<file path="src/rtl/bpar_pkg.sv">
package bpar_pkg;

   // register bus geometry and register indices
   localparam int RB_AW = 3;
   localparam logic [RB_AW-1:0] RA_CTRL = 3'd0;
   localparam logic [RB_AW-1:0] RA_ENA  = 3'd1;
   localparam logic [RB_AW-1:0] RA_STAT = 3'd2;
   localparam logic [RB_AW-1:0] RA_CLR  = 3'd3;
   localparam logic [RB_AW-1:0] RA_REC  = 3'd4;

   // fixed record layout: lane mask, master code, gap, byte offset
   function automatic logic [31:0] pack_rec(input logic [3:0] lanes,
                                            input logic [3:0] master,
                                            input logic [15:0] offset);
      return {lanes, master, 8'h00, offset};
   endfunction

endpackage

</file>
<file path="src/rtl/bpar_parity_bank.sv">
module bpar_parity_bank #(
   parameter int LANES = 4,
   parameter bit ODD   = 1'b0
) (
   input  logic [LANES*8-1:0] data,
   output logic [LANES-1:0]   par
);

   for (genvar i = 0; i < LANES; i++) begin : g_lane
      if (ODD) begin : g_odd
         assign par[i] = ~^data[i*8 +: 8];
      end else begin : g_even
         assign par[i] = ^data[i*8 +: 8];
      end
   end

endmodule

</file>
<file path="src/rtl/bpar_err_log.sv">
module bpar_err_log #(
   parameter int LANES   = 4,
   parameter int MID_W   = 3,
   parameter int WORD_AW = 14
) (
   input  logic               clk,
   input  logic               rst_n,
   input  logic [LANES-1:0]   fail,
   input  logic [MID_W-1:0]   fail_mid,
   input  logic [WORD_AW-1:0] fail_word,
   input  logic               ale,
   input  logic               clr,
   output logic               flag,
   output logic [LANES-1:0]   rec_mask,
   output logic [MID_W-1:0]   rec_mid,
   output logic [WORD_AW-1:0] rec_word
);

   logic hit;
   assign hit = |fail;

   always_ff @(posedge clk) begin
      if (!rst_n) begin
         flag     <= 1'b0;
         rec_mask <= '0;
         rec_mid  <= '0;
         rec_word <= '0;
      end else begin
         // a new error outranks a clear in the same cycle
         if (hit)      flag <= 1'b1;
         else if (clr) flag <= 1'b0;
         if (hit && ale && !flag) begin
            rec_mask <= fail;
            rec_mid  <= fail_mid;
            rec_word <= fail_word;
         end
      end
   end

   // flag only drops through a clear
   assert_flag_sticky_R10: assert property (@(posedge clk) disable iff (!rst_n)
      (flag && !clr) |=> flag);

   // first record frozen while flag set
   assert_rec_hold_R5: assert property (@(posedge clk) disable iff (!rst_n)
      flag |=> ($stable(rec_mask) && $stable(rec_mid) && $stable(rec_word)));

   // no capture without latch enable
   assert_rec_needs_ale_R4: assert property (@(posedge clk) disable iff (!rst_n)
      !ale |=> ($stable(rec_mask) && $stable(rec_mid) && $stable(rec_word)));

endmodule

</file>
<file path="src/rtl/bpar_mon.sv">
module bpar_mon
   import bpar_pkg::*;
#(
   parameter int DATA_W     = 32,
   parameter int OFF_W      = 16,
   parameter int MID_W      = 3,
   parameter bit ODD_PARITY = 1'b0,
   localparam int LANES     = DATA_W / 8,
   localparam int LANE_AW   = $clog2(LANES),
   localparam int WORD_AW   = OFF_W - LANE_AW
) (
   input  logic               clk,
   input  logic               rst_n,
   input  logic               opt_par_en,
   input  logic               mb_rd_en,
   input  logic [WORD_AW-1:0] mb_word,
   input  logic [MID_W-1:0]   mb_mid,
   input  logic [DATA_W-1:0]  mb_wdata,
   output logic [LANES-1:0]   ram_wpar,
   input  logic [DATA_W-1:0]  ram_rdata,
   input  logic [LANES-1:0]   ram_rpar,
   input  logic               rb_wr,
   input  logic [RB_AW-1:0]   rb_addr,
   input  logic [31:0]        rb_wdata,
   output logic [31:0]        rb_rdata,
   output logic               irq,
   output logic               nmi
);

   // elaboration-time parameter checks
   if (!(DATA_W == 16 || DATA_W == 32)) begin : g_bad_dw
      $error("bpar_mon: DATA_W must be 16 or 32");
   end
   if (OFF_W > 16 || OFF_W <= LANE_AW) begin : g_bad_off
      $error("bpar_mon: OFF_W out of range");
   end
   if (MID_W < 1 || MID_W > 4) begin : g_bad_mid
      $error("bpar_mon: MID_W must be 1..4");
   end

   logic               ale_q, ie_q, ne_q;
   logic               rd_pend_q;
   logic [WORD_AW-1:0] rd_word_q;
   logic [MID_W-1:0]   rd_mid_q;
   logic [LANES-1:0]   rd_par, fail;
   logic               check_on, clr, flag;
   logic [LANES-1:0]   rec_mask;
   logic [MID_W-1:0]   rec_mid;
   logic [WORD_AW-1:0] rec_word;
   logic               unused_rb;

   assign unused_rb = ^rb_wdata[31:2];

   // write-side parity generation
   bpar_parity_bank #(.LANES(LANES), .ODD(ODD_PARITY)) u_wgen (
      .data (mb_wdata),
      .par  (ram_wpar)
   );

   // read-side recomputation
   bpar_parity_bank #(.LANES(LANES), .ODD(ODD_PARITY)) u_rchk (
      .data (ram_rdata),
      .par  (rd_par)
   );

   // configuration registers
   always_ff @(posedge clk) begin
      if (!rst_n) begin
         ale_q <= 1'b0;
         ie_q  <= 1'b0;
         ne_q  <= 1'b0;
      end else if (rb_wr) begin
         if (rb_addr == RA_CTRL) ale_q <= rb_wdata[0];
         if (rb_addr == RA_ENA) begin
            ie_q <= rb_wdata[0];
            if (rb_wdata[1]) ne_q <= 1'b1;
         end
      end
   end

   // request tag, consumed when the array returns data
   always_ff @(posedge clk) begin
      if (!rst_n) begin
         rd_pend_q <= 1'b0;
         rd_word_q <= '0;
         rd_mid_q  <= '0;
      end else begin
         rd_pend_q <= mb_rd_en;
         if (mb_rd_en) begin
            rd_word_q <= mb_word;
            rd_mid_q  <= mb_mid;
         end
      end
   end

   assign check_on = opt_par_en && (ie_q || ne_q);
   assign fail     = (rd_par ^ ram_rpar) & {LANES{rd_pend_q && check_on}};
   assign clr      = rb_wr && (rb_addr == RA_CLR) && rb_wdata[0];

   bpar_err_log #(.LANES(LANES), .MID_W(MID_W), .WORD_AW(WORD_AW)) u_log (
      .clk       (clk),
      .rst_n     (rst_n),
      .fail      (fail),
      .fail_mid  (rd_mid_q),
      .fail_word (rd_word_q),
      .ale       (ale_q),
      .clr       (clr),
      .flag      (flag),
      .rec_mask  (rec_mask),
      .rec_mid   (rec_mid),
      .rec_word  (rec_word)
   );

   assign nmi = flag && ne_q;
   assign irq = flag && ie_q && !ne_q;

   always_comb begin
      rb_rdata = '0;
      case (rb_addr)
         RA_CTRL: rb_rdata[0]   = ale_q;
         RA_ENA:  rb_rdata[1:0] = {ne_q, ie_q};
         RA_STAT: rb_rdata[0]   = flag;
         RA_CLR:  rb_rdata[0]   = flag;
         RA_REC:  rb_rdata = pack_rec(4'(rec_mask), 4'(rec_mid),
                                      16'({rec_word, {LANE_AW{1'b0}}}));
         default: rb_rdata = '0;
      endcase
   end

   // maskable and non-maskable outputs never coincide
   assert_irq_nmi_excl_R9: assert property (@(posedge clk) disable iff (!rst_n)
      !(irq && nmi));

   // NE is one-way outside reset
   assert_ne_sticky_R8: assert property (@(posedge clk) disable iff (!rst_n)
      ne_q |=> ne_q);

   // flag rises only after a returned read
   assert_flag_after_read_R3: assert property (@(posedge clk) disable iff (!rst_n)
      $rose(flag) |-> $past(rd_pend_q));

   // flag rises only with checking permitted
   assert_flag_gated_R2: assert property (@(posedge clk) disable iff (!rst_n)
      $rose(flag) |-> ($past(opt_par_en) && ($past(ie_q) || $past(ne_q))));

endmodule

</file>
<file path="config.mk">
export PLATFORM = sky130hd
export DESIGN_NAME = bpar_mon
export DESIGN_NICKNAME = d
export VERILOG_FILES = /design/src/rtl/bpar_pkg.sv /design/src/rtl/bpar_parity_bank.sv /design/src/rtl/bpar_err_log.sv /design/src/rtl/bpar_mon.sv
export SDC_FILE = /design/constraint.sdc
export NUM_CORES = 1
export LEC_CHECK = 0
export ABC_AREA = 1
export BUFFER_PORTS_ARGS = -buffer_cell sky130_fd_sc_hd__buf_2
export CAP_MARGIN = 5
export CORE_MARGIN = 1
export CORE_UTILIZATION = 44
export DETAILED_ROUTE_END_ITERATION = 7
export PLACE_DENSITY_LB_ADDON = 0.3
export SYNTH_ARGS = -nofsm -noshare
export SYNTH_HDL_FRONTEND = slang
export SYNTH_SLANG_ARGS = --single-unit
</file>
<file path="constraint.sdc">
create_clock -name clk -period 1.7 [get_ports clk]
set_clock_uncertainty 0.1 [all_clocks]
set_input_delay 0.34 -clock clk [delete_from_list [all_inputs] [get_ports clk]]
set_output_delay 0.34 -clock clk [all_outputs]
set_load 0.05 [all_outputs]
</file>
==> results.py, run 1 <==
metrics = {
    "run_status": {
        "status": "finished, final reports clean",
    },
    "setup_path": {
        "reg2reg_depth": 9,
        "path_max_fanout": 6,
        "arrival_ns": 1.79,
        "end_kind": "flop",
        "crit_path_start": "ram_rdata[11]",
        "cp_cell_sequence": "buf_4 > nand2_1 > nand2_1 > nand2_2 > nand2_1 > nand2_1 > nand2_1 > nand2_2 > nand3_2 > nand2_2 > nor2_4 > nor2_4 > clkbuf_16 > nand2_1 > nand2_1 > nor2_1",
        "path_class": "input port to flop",
        "crit_top_cell": "nand2_1",
        "regToRegSetupSlack_ns": 0.02,
        "critPathRequiredTime_ns": 1.80,
        "timing.rr.end": "u_log.rec_mid[2]",
        "startpoint_type": "input port",
        "r2r-start": "ne_q",
        "cp_slowest_cell": "nor2_4",
        "critPathMaxStageDelay_ns": 0.23,
    },
    "yosys": {
        "synth_edf_count": 0,
        "synthTopCellsByArea": "dfxtp_1 (31%), nand2_1 (18%), inv_1 (11%), xnor2_1 (9.1%), nor2_1 (8.7%)",
        "yosysSeqAreaShare_pct": 30.7,
        "async_flop_share_pct": 0,
        "synthTopCellsByCount": "nand2_1 (134), inv_1 (79), nor2_1 (65)",
        "synth_seq_cells": 43,
        "synth_top_area_share_pct": 30.7,
        "yosysWarnings": 0,
        "postSynthAreaPerCell_um2": 6.10,
        "synth_cell_type_count": 23,
        "syn_area_um2": 2800,
        "ys.flop_type": "dfxtp_1",
        "syn_inst": 459,
        "yosys.area.top_type": "dfxtp_1",
        "yosysMostFrequentCell": "nand2_1",
    },
    "min_path": {
        "hold_path_end": "rd_pend_q",
        "hold_path.class": "input port to flop",
        "min_path_cells": 3,
        "hold_start": "mb_rd_en",
    },
    "sta": {
        "fmax_mhz": 590,
        "fin_crit_ns": 1.70,
        "finalHoldViolCount": 0,
        "setup_ws_ns": 0.00397,
        "rsz0062_at_grt": "true",
        "fin_crit_sh_pct": 99.8,
        "setup_viol": 0,
        "maxSlewViolCount": 0,
    },
    "global_route": {
        "grt_overflow": 0,
        "antenna_found_initial": 0,
        "grt_pass1_wl_um": 9760,
        "grt_start_max_net_pins": 35,
        "grt_pass1_vias": 2499,
        "grt_use_total_pct": 18.3,
    },
    "pwr": {
        "power_frac_seq_pct": 40.7,
        "power.leakage_nw": 2.01,
        "p_per_area_nw_per_um2": 642,
        "swShare_pct": 34.2,
        "power.switching_mw": 0.880,
        "p_comb_share_pct": 35.2,
        "clockPowerShare_pct": 24.1,
        "peakVddDrop_uv": 588,
        "p_int_mw": 1.69,
    },
    "route": {
        "ant_nets": 0,
        "wire_per_inst_um": 9.83,
        "drt_iter0_drc": 95,
        "vias": 3021,
        "viasPerCell": 4.54,
        "dr.pass1.iters": 4,
        "drt_wl_total_um": 6550,
        "drc_errors": 0,
    },
    "floorplanning": {
        "ios": 163,
        "initial_utilization_pct": 46.5,
        "die_w_um": 81.8,
        "die_area_um2": 6690,
        "core.rowCount": 28,
        "die_y_um": 81.8,
        "coreArea_um2": 6030,
    },
    "clocking": {
        "clkLatencyLatePin_ns": 0.29,
        "tritoncts": "built",
        "clockBufferDepth": 2,
        "cts.reportedPaths.clkPinSlew_ns": 0.08,
        "cts_htree_levels": 2,
        "cts.sinks": 43,
        "cts_made_buffers": 5,
        "clock-root-buffer": "clkbuf_8",
    },
    "placed_design": {
        "portBuffers": 123,
        "gp_congestion": 0.776,
        "dpl_cell_area_um2": 3530,
        "dp_slack_ns": -0.164,
        "dp_hpwl_um": 4800,
    },
    "cells_and_area": {
        "n_antenna_cell": 0,
        "drive_gt1_share_pct": 39.1,
        "area_growth_pct": 43.1,
        "stdcell_area_um2": 4010,
        "nets": 715,
    },
    "flow_run": {
        "maxCapViolCount": 0,
    },
}
[critical path: cells and delay by family]
family | cells | cell delay, ns
buffers and inverters | 2 | 0.34
AND/OR/NAND/NOR | 14 | 1.10
[repair_timing]
item,in CTS,in global routing
pin swaps,0,22
resized for setup,4,110
endpoints found under the setup margin,4,46
gates cloned,0,3
buffers inserted,0,1
hold buffers,0,0
[power by group through the flow]
stage | combinational [mW] | sequential, mW | clock (mW)
after global routing | 0.993 | 1.05 | 0.680
after CTS | 0.788 | 1.05 | 0.631
after detailed placement | 0.779 | 1.07 | 0
after floorplan | 0.577 | 1.07 | 0
final | 0.906 | 1.05 | 0.620
after global placement | 0.759 | 1.07 | 0
[metal layers]
layer  share of wire [%]  track usage, %  vias to the layer above
met5                   0               0                        -
met4                 1.5            6.49                        0
met3                 6.4            3.56                        9
met2                  49            32.0                       98
met1                  43            22.1                     1301
li1                    -               -                     1613
[kinds of logic (layout without fill, tap and decap cells)]
| group | count (synthesis) | after routing | synth area share [%] |
|---|---|---|---|
| AO/OA/AOI/OAI | 47 | 47 | 8.62 |
| XOR/XNOR | 37 | 37 | 11.6 |
| buffers and inverters | 103 | 227 | 16.2 |
| flip-flops | 43 | 43 | 30.7 |
| other | 1 | 9 | 0.134 |
| AND/OR/NAND/NOR | 228 | 228 | 32.7 |
[area by class of cell]
class	instances	area [µm²]
Inverter	82	308
Clock buffer	6	72.6
Multi-Input combinational cell	321	1780
Fill cell	562	2020
Clock inverter	2	12.5
Sequential cell	43	861
Timing Repair Buffer	137	878
Tap cell	75	93.8
[worst max-delay path by stage]
stage                              to  slack, ns
finish               u_log.rec_mid[2]      0.004
global route        u_log.rec_word[2]      -0.11
CTS                       rb_rdata[0]      0.005
detailed placement  u_log.rec_word[9]      -0.16
global placement    u_log.rec_word[5]      -0.14
floorplan                rb_rdata[10]      -0.15
[cells in the final DEF, fill, tap and decap left out, types with 2 or more instances in the layout]
cell type,n
nand3_1,4
nand2_2,41
clkbuf_4,7
conb_1,9
nor2_4,4
nand4_1,6
xnor2_2,5
xnor2_1,24
nand2_1,90
buf_4,18
dfxtp_1,43
nand3_2,11
clkbuf_8,5
buf_6,8
inv_1,70
nor2_2,7
a21oi_1,25
nand2_4,4
nor2_1,59
buf_2,99
inv_2,12
clkbuf_16,2
buf_12,2
xor2_1,8
o21ai_0,20
[per-stage QoR]
| stage | hold WS (ns) | total power [mW] | util, % | std cells | TNS (ns) |
|---|---|---|---|---|---|
| 2_1_floorplan | 0.330 | 1.65 | - | 467 | -3.08 |
| 3_3_place_gp | 0.344 | 1.83 | 58.6 | 654 | -2.52 |
| 3_5_place_dp | 0.350 | 1.85 | 58.6 | 654 | -3.15 |
| 4_1_cts | 0.141 | 2.47 | 60.2 | 662 | 0 |
| 5_1_grt | 0.153 | 2.72 | 66.5 | 666 | -1.50 |
| 6_report | 0.145 | 2.58 | 66.5 | 666 | 0 |
[state kept, by name, summed over array words and instances, names as in the netlist]
register / flops
rd_word_q: 14
u_log.rec_word: 14
u_log.rec_mask: 4
rd_mid_q: 3
u_log.rec_mid: 3
ale_q: 1
ie_q: 1
ne_q: 1
rd_pend_q: 1
u_log.flag: 1
(Power assumes the default switching activity.)
==> run 2, diff against run 1 <==
--- a/config.mk
+++ b/config.mk
@@ -9,9 +9,10 @@
 export BUFFER_PORTS_ARGS = -buffer_cell sky130_fd_sc_hd__buf_2
 export CAP_MARGIN = 5
 export CORE_MARGIN = 1
-export CORE_UTILIZATION = 44
+export CORE_UTILIZATION = 30
 export DETAILED_ROUTE_END_ITERATION = 7
 export PLACE_DENSITY_LB_ADDON = 0.3
+export SLEW_MARGIN = 20
 export SYNTH_ARGS = -nofsm -noshare
 export SYNTH_HDL_FRONTEND = slang
 export SYNTH_SLANG_ARGS = --single-unit
==> results.py, run 2 (synthesized netlist as in run 1, its figures left out) <==
metrics = {
    "clocking": {
        "clockBufferDepth": 2,
        "cts_made_buffers": 5,
        "cts.reportedPaths.clkPinSlew_ns": 0.08,
        "cts.sinks": 43,
        "clkLatencyLatePin_ns": 0.29,
        "tritoncts": "built",
        "clock-root-buffer": "clkbuf_8",
        "cts_htree_levels": 2,
        "hold_buffers": 0,
    },
    "floorplanning": {
        "die_y_um": 98.6,
        "core.rowCount": 34,
        "initial_utilization_pct": 31.5,
        "coreArea_um2": 8890,
        "ios": 163,
        "die_area_um2": 9730,
        "die_w_um": 98.6,
    },
    "cells_and_area": {
        "drive_gt1_share_pct": 38.5,
        "reg.largest.list": "rd_word_q x14, u_log.rec_word x14, u_log.rec_mask x4",
        "n_antenna_cell": 0,
        "final_cells": 698,
        "final_cell_mix": "nand2_1 (100), buf_2 (90), inv_1 (73), nor2_1 (54), dfxtp_1 (40)",
        "nFillCells": 921,
        "final_common_cell": "nand2_1",
        "nets": 714,
        "stdcell_area_um2": 4090,
        "area_growth_pct": 46.1,
    },
    "setup_path": {
        "path_class": "input port to flop",
        "end_kind": "flop",
        "cp_cell_sequence": "buf_2 > inv_2 > nand2_1 > nand2_1 > inv_1 > nor2_2 > nor2_2 > inv_1 > nand2_2 > nand3_2 > nand2_2 > nor2_4 > nor2_4 > clkbuf_16 > nand2_2 > nand2_1 > nor2_1",
        "cp_top_family": "simple AND/OR/NAND/NOR gates",
        "cp_slowest_cell": "clkbuf_16",
        "startpoint_type": "input port",
        "critPathRequiredTime_ns": 1.79,
        "path_max_fanout": 8,
        "arrival_ns": 1.75,
        "path_buf_inv": 5,
        "critPathMaxStageDelay_ns": 0.21,
    },
    "route": {
        "drt_iter0_drc": 66,
        "vias": 2986,
        "ant_nets": 0,
        "drc_errors": 0,
        "viasPerCell": 4.28,
        "drt_wl_total_um": 6690,
        "dr.pass1.iters": 4,
        "wire_per_inst_um": 9.59,
    },
    "global_route": {
        "grt_use_total_pct": 12.8,
        "antenna_found_initial": 0,
        "grt_overflow": 0,
        "grt_pass1_wl_um": 10400,
        "grt_start_max_net_pins": 35,
        "grt_pass1_vias": 2570,
    },
    "placed_design": {
        "portBuffers": 123,
        "dpl_cell_area_um2": 3590,
        "dp_hpwl_um": 5000,
        "place_inst": 687,
        "gp_congestion": 0.745,
    },
    "pwr": {
        "power_frac_seq_pct": 41.0,
        "clockPowerShare_pct": 24.4,
        "power.switching_mw": 0.875,
        "swShare_pct": 34.2,
        "p_per_area_nw_per_um2": 625,
        "p_comb_share_pct": 34.6,
        "power.leakage_nw": 2.02,
        "power_mw": 2.56,
        "peakVddDrop_uv": 361,
        "p_int_mw": 1.68,
    },
    "sta": {
        "maxSlewViolCount": 0,
        "finalHoldViolCount": 0,
        "fin_crit_sh_pct": 97.9,
        "fin_crit_ns": 1.66,
        "rsz0062_at_grt": "true",
        "setup_viol": 0,
        "fmax_mhz": 601,
    },
    "flow_run": {
        "maxCapViolCount": 0,
    },
    "run_status": {
        "status": "finished, final reports clean",
    },
    "min_path": {
        "hold_path.class": "input port to flop",
    },
}
==> run 2: worst reg2reg max path, cell delays in order (launching register included) <==
cell	delay, ns
dfxtp_2	0.36
o211a_4	0.24
nand3_2	0.10
nand2_2	0.10
nor2_4	0.05
nor2_4	0.20
clkbuf_16	0.21
nand2_2	0.05
nand2_1	0.05
nor2_1	0.05
==> run 2: metrics by stage <==
stage	hold slack, ns	utilization [%]	setup WS (ns)	setup TNS (ns)
after floorplan	0.330	-	-0.154	-3.08
after global placement	0.345	40.4	-0.165	-2.90
after detailed placement	0.349	40.4	-0.205	-3.91
after CTS	0.152	42.1	-0.00230	-0.00412
after global routing	0.172	46.0	-0.0880	-0.949
final	0.156	46.0	0.0357	0
==> run 2: area by class of cell <==
class / count / area, µm² / area share (%)
multi-input cells: 321 / 1790 / 43.7
repair buffers: 136 / 910 / 22.2
flip-flops and latches: 43 / 865 / 21.1
inverters: 82 / 308 / 7.52
well taps: 108 / 135 / 3.30
clock buffers: 6 / 72.6 / 1.77
clock inverters: 2 / 12.5 / 0.306
==> run 2: worst paths after layout <==
| path | from | cells past startpoint | end | slack (ns) |
|---|---|---|---|---|
| min | mb_rd_en | 3 | rd_pend_q | 0.16 |
| max | ram_rdata[20] | 17 | u_log.rec_mid[1] | 0.04 |
| min reg2reg | rd_word_q[3] | 2 | rd_word_q[3] | 0.36 |
| max reg2reg | ne_q | 9 | u_log.rec_mid[1] | 0.10 |
==> run 2: metal layers <==
| layer | vias to the layer above | GRT usage (%) | part of all wire [%] |
|---|---|---|---|
| met4 | 0 | 3.10 | 0.55 |
| li1 | 1607 | - | - |
| met2 | 90 | 23.5 | 49 |
| met3 | 4 | 2.13 | 5.0 |
| met1 | 1285 | 15.6 | 45 |
| met5 | - | 0 | 0 |
==> run 2: timing repair <==
action                                  in CTS  in global routing
gates resized for setup                     25                 95
endpoints found under the setup margin      21                 39
pin swaps                                    0                 15
setup buffers                                0                  1
cloned                                       0                  2
==> run 2: power by group through the flow <==
stage	clock network, mW	registers [mW]	logic, mW
6_report	0.625	1.05	0.886
2_1_floorplan	0	1.07	0.577
4_1_cts	0.642	1.05	0.807
3_5_place_dp	0	1.07	0.784
5_1_grt	0.690	1.05	0.967
3_3_place_gp	0	1.07	0.769
==> run 3, diff against run 2 <==
--- a/config.mk
+++ b/config.mk
@@ -8,11 +8,12 @@
 export ABC_AREA = 1
 export BUFFER_PORTS_ARGS = -buffer_cell sky130_fd_sc_hd__buf_2
 export CAP_MARGIN = 5
-export CORE_MARGIN = 1
+export CORE_MARGIN = 2
 export CORE_UTILIZATION = 30
 export DETAILED_ROUTE_END_ITERATION = 7
 export PLACE_DENSITY_LB_ADDON = 0.3
 export SLEW_MARGIN = 20
 export SYNTH_ARGS = -nofsm -noshare
 export SYNTH_HDL_FRONTEND = slang
+export SYNTH_HIERARCHICAL = 1
 export SYNTH_SLANG_ARGS = --single-unit
==> results.py, run 3 <==
metrics = {
    "placed_design": {
        "dp_slack_ns": -0.270,
        "dp_hpwl_um": 6700,
        "gp_congestion": 0.758,
        "portBuffers": 123,
    },
    "cells_and_area": {
        "reg.largest.list": "rd_word_q x14, u_log/rec_word x14, u_log/rec_mask x4",
        "nets": 918,
        "final_cell_mix": "nand2_1 (305), buf_2 (79), inv_1 (77), nor2_1 (44), dfxtp_1 (43)",
        "drive_gt1_share_pct": 31.6,
        "nFillCells": 1243,
        "n_antenna_cell": 0,
        "final_common_cell": "nand2_1",
        "finish.utilization_pct": 43.4,
        "area_growth_pct": 42.0,
    },
    "sta": {
        "timing.hold.ws_ns": 0.181,
        "fin_crit_ns": 1.65,
        "rsz0062_at_grt": "true",
        "setup_viol": 0,
        "setup_tns_ns": 0,
        "fin_crit_sh_pct": 97.3,
        "finalHoldViolCount": 0,
        "maxSlewViolCount": 0,
        "setup_ws_ns": 0.0459,
        "fmax_mhz": 605,
    },
    "route": {
        "drc_errors": 0,
        "drt_wl_total_um": 8870,
        "wire_per_inst_um": 9.46,
        "vias": 4022,
        "dr.pass1.iters": 4,
        "drt_iter0_drc": 190,
        "ant_nets": 0,
        "viasPerCell": 4.29,
    },
    "yosys": {
        "synth_seq_cells": 43,
        "synth_cell_type_count": 23,
        "synth_edf_count": 0,
        "async_flop_share_pct": 0,
        "yosysMostFrequentCell": "nand2_1",
        "synth_top_area_share_pct": 37.2,
        "syn_area_um2": 3460,
        "yosys.area.top_type": "nand2_1",
        "yosysSeqAreaShare_pct": 24.9,
        "synthTopCellsByCount": "nand2_1 (343), inv_1 (98), nor2_1 (46)",
        "ys.flop_type": "dfxtp_1",
        "postSynthAreaPerCell_um2": 5.25,
        "yosysWarnings": 6,
        "syn_inst": 658,
        "synthTopCellsByArea": "nand2_1 (37%), dfxtp_1 (25%), inv_1 (11%), nor2_1 (5.0%), nand3_1 (3.6%)",
    },
    "setup_path": {
        "cp_slowest_cell": "xnor2_2",
        "critPathMaxStageDelay_ns": 0.19,
        "startpoint_type": "input port",
        "path_max_fanout": 8,
        "arrival_ns": 1.77,
        "path_class": "input port to flop",
        "critPathRequiredTime_ns": 1.82,
        "path_buf_inv": 2,
        "cp_top_family": "simple AND/OR/NAND/NOR gates",
        "end_kind": "flop",
        "crit_top_cell": "nand2_1",
        "cp_cell_sequence": "buf_4 > nand2_1 > nand2_1 > nand2_1 > nand2_1 > nand2_1 > nand2_2 > xnor2_2 > nor2_2 > nor2_1 > nand2_2 > nand2_4 > clkbuf_16 > nand2_2 > a21oi_2",
    },
    "floorplanning": {
        "die_w_um": 111,
        "core.rowCount": 39,
        "coreArea_um2": 11300,
        "die_y_um": 111,
        "initial_utilization_pct": 30.5,
        "ios": 163,
        "die_area_um2": 12400,
    },
    "pwr": {
        "power.leakage_nw": 2.72,
        "peakVddDrop_uv": 303,
        "p_per_area_nw_per_um2": 564,
        "power_mw": 2.77,
    },
    "global_route": {
        "antenna_found_initial": 0,
        "grt_pass1_wl_um": 14600,
        "grt_pass1_vias": 3483,
        "grt_start_max_net_pins": 23,
        "grt_overflow": 0,
        "grt_use_total_pct": 13.7,
    },
    "clocking": {
        "clock-root-buffer": "clkbuf_16",
        "clkLatencyLatePin_ns": 0.28,
        "cts_htree_levels": 2,
        "cts.sinks": 43,
        "tritoncts": "built",
        "clockBufferDepth": 2,
        "cts_made_buffers": 5,
        "cts.reportedPaths.clkPinSlew_ns": 0.06,
        "hold_buffers": 0,
    },
    "run_status": {
        "status": "finished, final reports clean",
    },
    "min_path": {
        "hold_path.class": "input port to flop",
    },
    "flow_run": {
        "maxCapViolCount": 0,
    },
}
-- run 3: area by class of cell --
class	instances	area, µm²	share of cell area, %
sequential	43	861	17.5
clock inverter	2	12.5	0.255
inverter	100	393	8.00
timing repair buffer	144	1060	21.6
tap	143	179	3.64
clock buffer	6	129	2.62
multi-input combinational	499	2270	46.3
-- run 3: what timing repair did --
action,in CTS,in global routing
pin swaps,0,72
gates cloned,0,1
endpoints found under the setup margin,1,42
endpoints found under the hold margin,0,0
setup buffers,0,4
gates resized for setup,1,164
-- run 3: path summary, 6_finish.rpt --
path,startpoint,end,slack (ns),depth (start not counted)
worst max-delay path,ram_rdata[29],u_log/rec_mask[3],0.05,15
worst min-delay path,mb_mid[1],rd_mid_q[1],0.18,3
worst max register to register,ie_q,u_log/rec_word[6],0.09,9
worst min register to register,u_log/rec_word[8],u_log/rec_word[8],0.36,2
-- run 3: through the flow --
step           instances  cell area (µm²)
2_1_floorplan        666             3500
3_5_place_dp         924             4270
4_1_cts              932             4420
6_report             937             4910
3_3_place_gp         924             4270
5_1_grt              937             4910
-- run 3: report_power, final --
| part | internal, mW | switching (mW) |
|---|---|---|
| sequential | 1.04 | 0.0160 |
| combinational | 0.319 | 0.484 |
| clock | 0.541 | 0.367 |
| total | 1.90 | 0.867 |
-- run 3: routing by layer --
| layer | share of wire (%) | global-route usage [%] | up-vias |
|---|---|---|---|
| li1 | - | - | 2206 |
| met1 | 45 | 17.2 | 1722 |
| met2 | 48 | 24.0 | 90 |
| met3 | 6.5 | 3.21 | 4 |
| met4 | 0.58 | 2.72 | 0 |
| met5 | 0 | 0 | - |
-- run 3: kinds of logic after synthesis --
group	Yosys count	synth area share, %
AO/OA/AOI/OAI	41	6.01
XOR/XNOR	4	1.01
buffers and inverters	124	16.2
flip-flops	43	24.9
other	1	0.108
AND/OR/NAND/NOR	445	51.8
-- run 3: worst min-delay path, cell delays in order --
cell and delay (ns):
buf_2 0.07, nor2_1 0.03, nor2_1 0.08
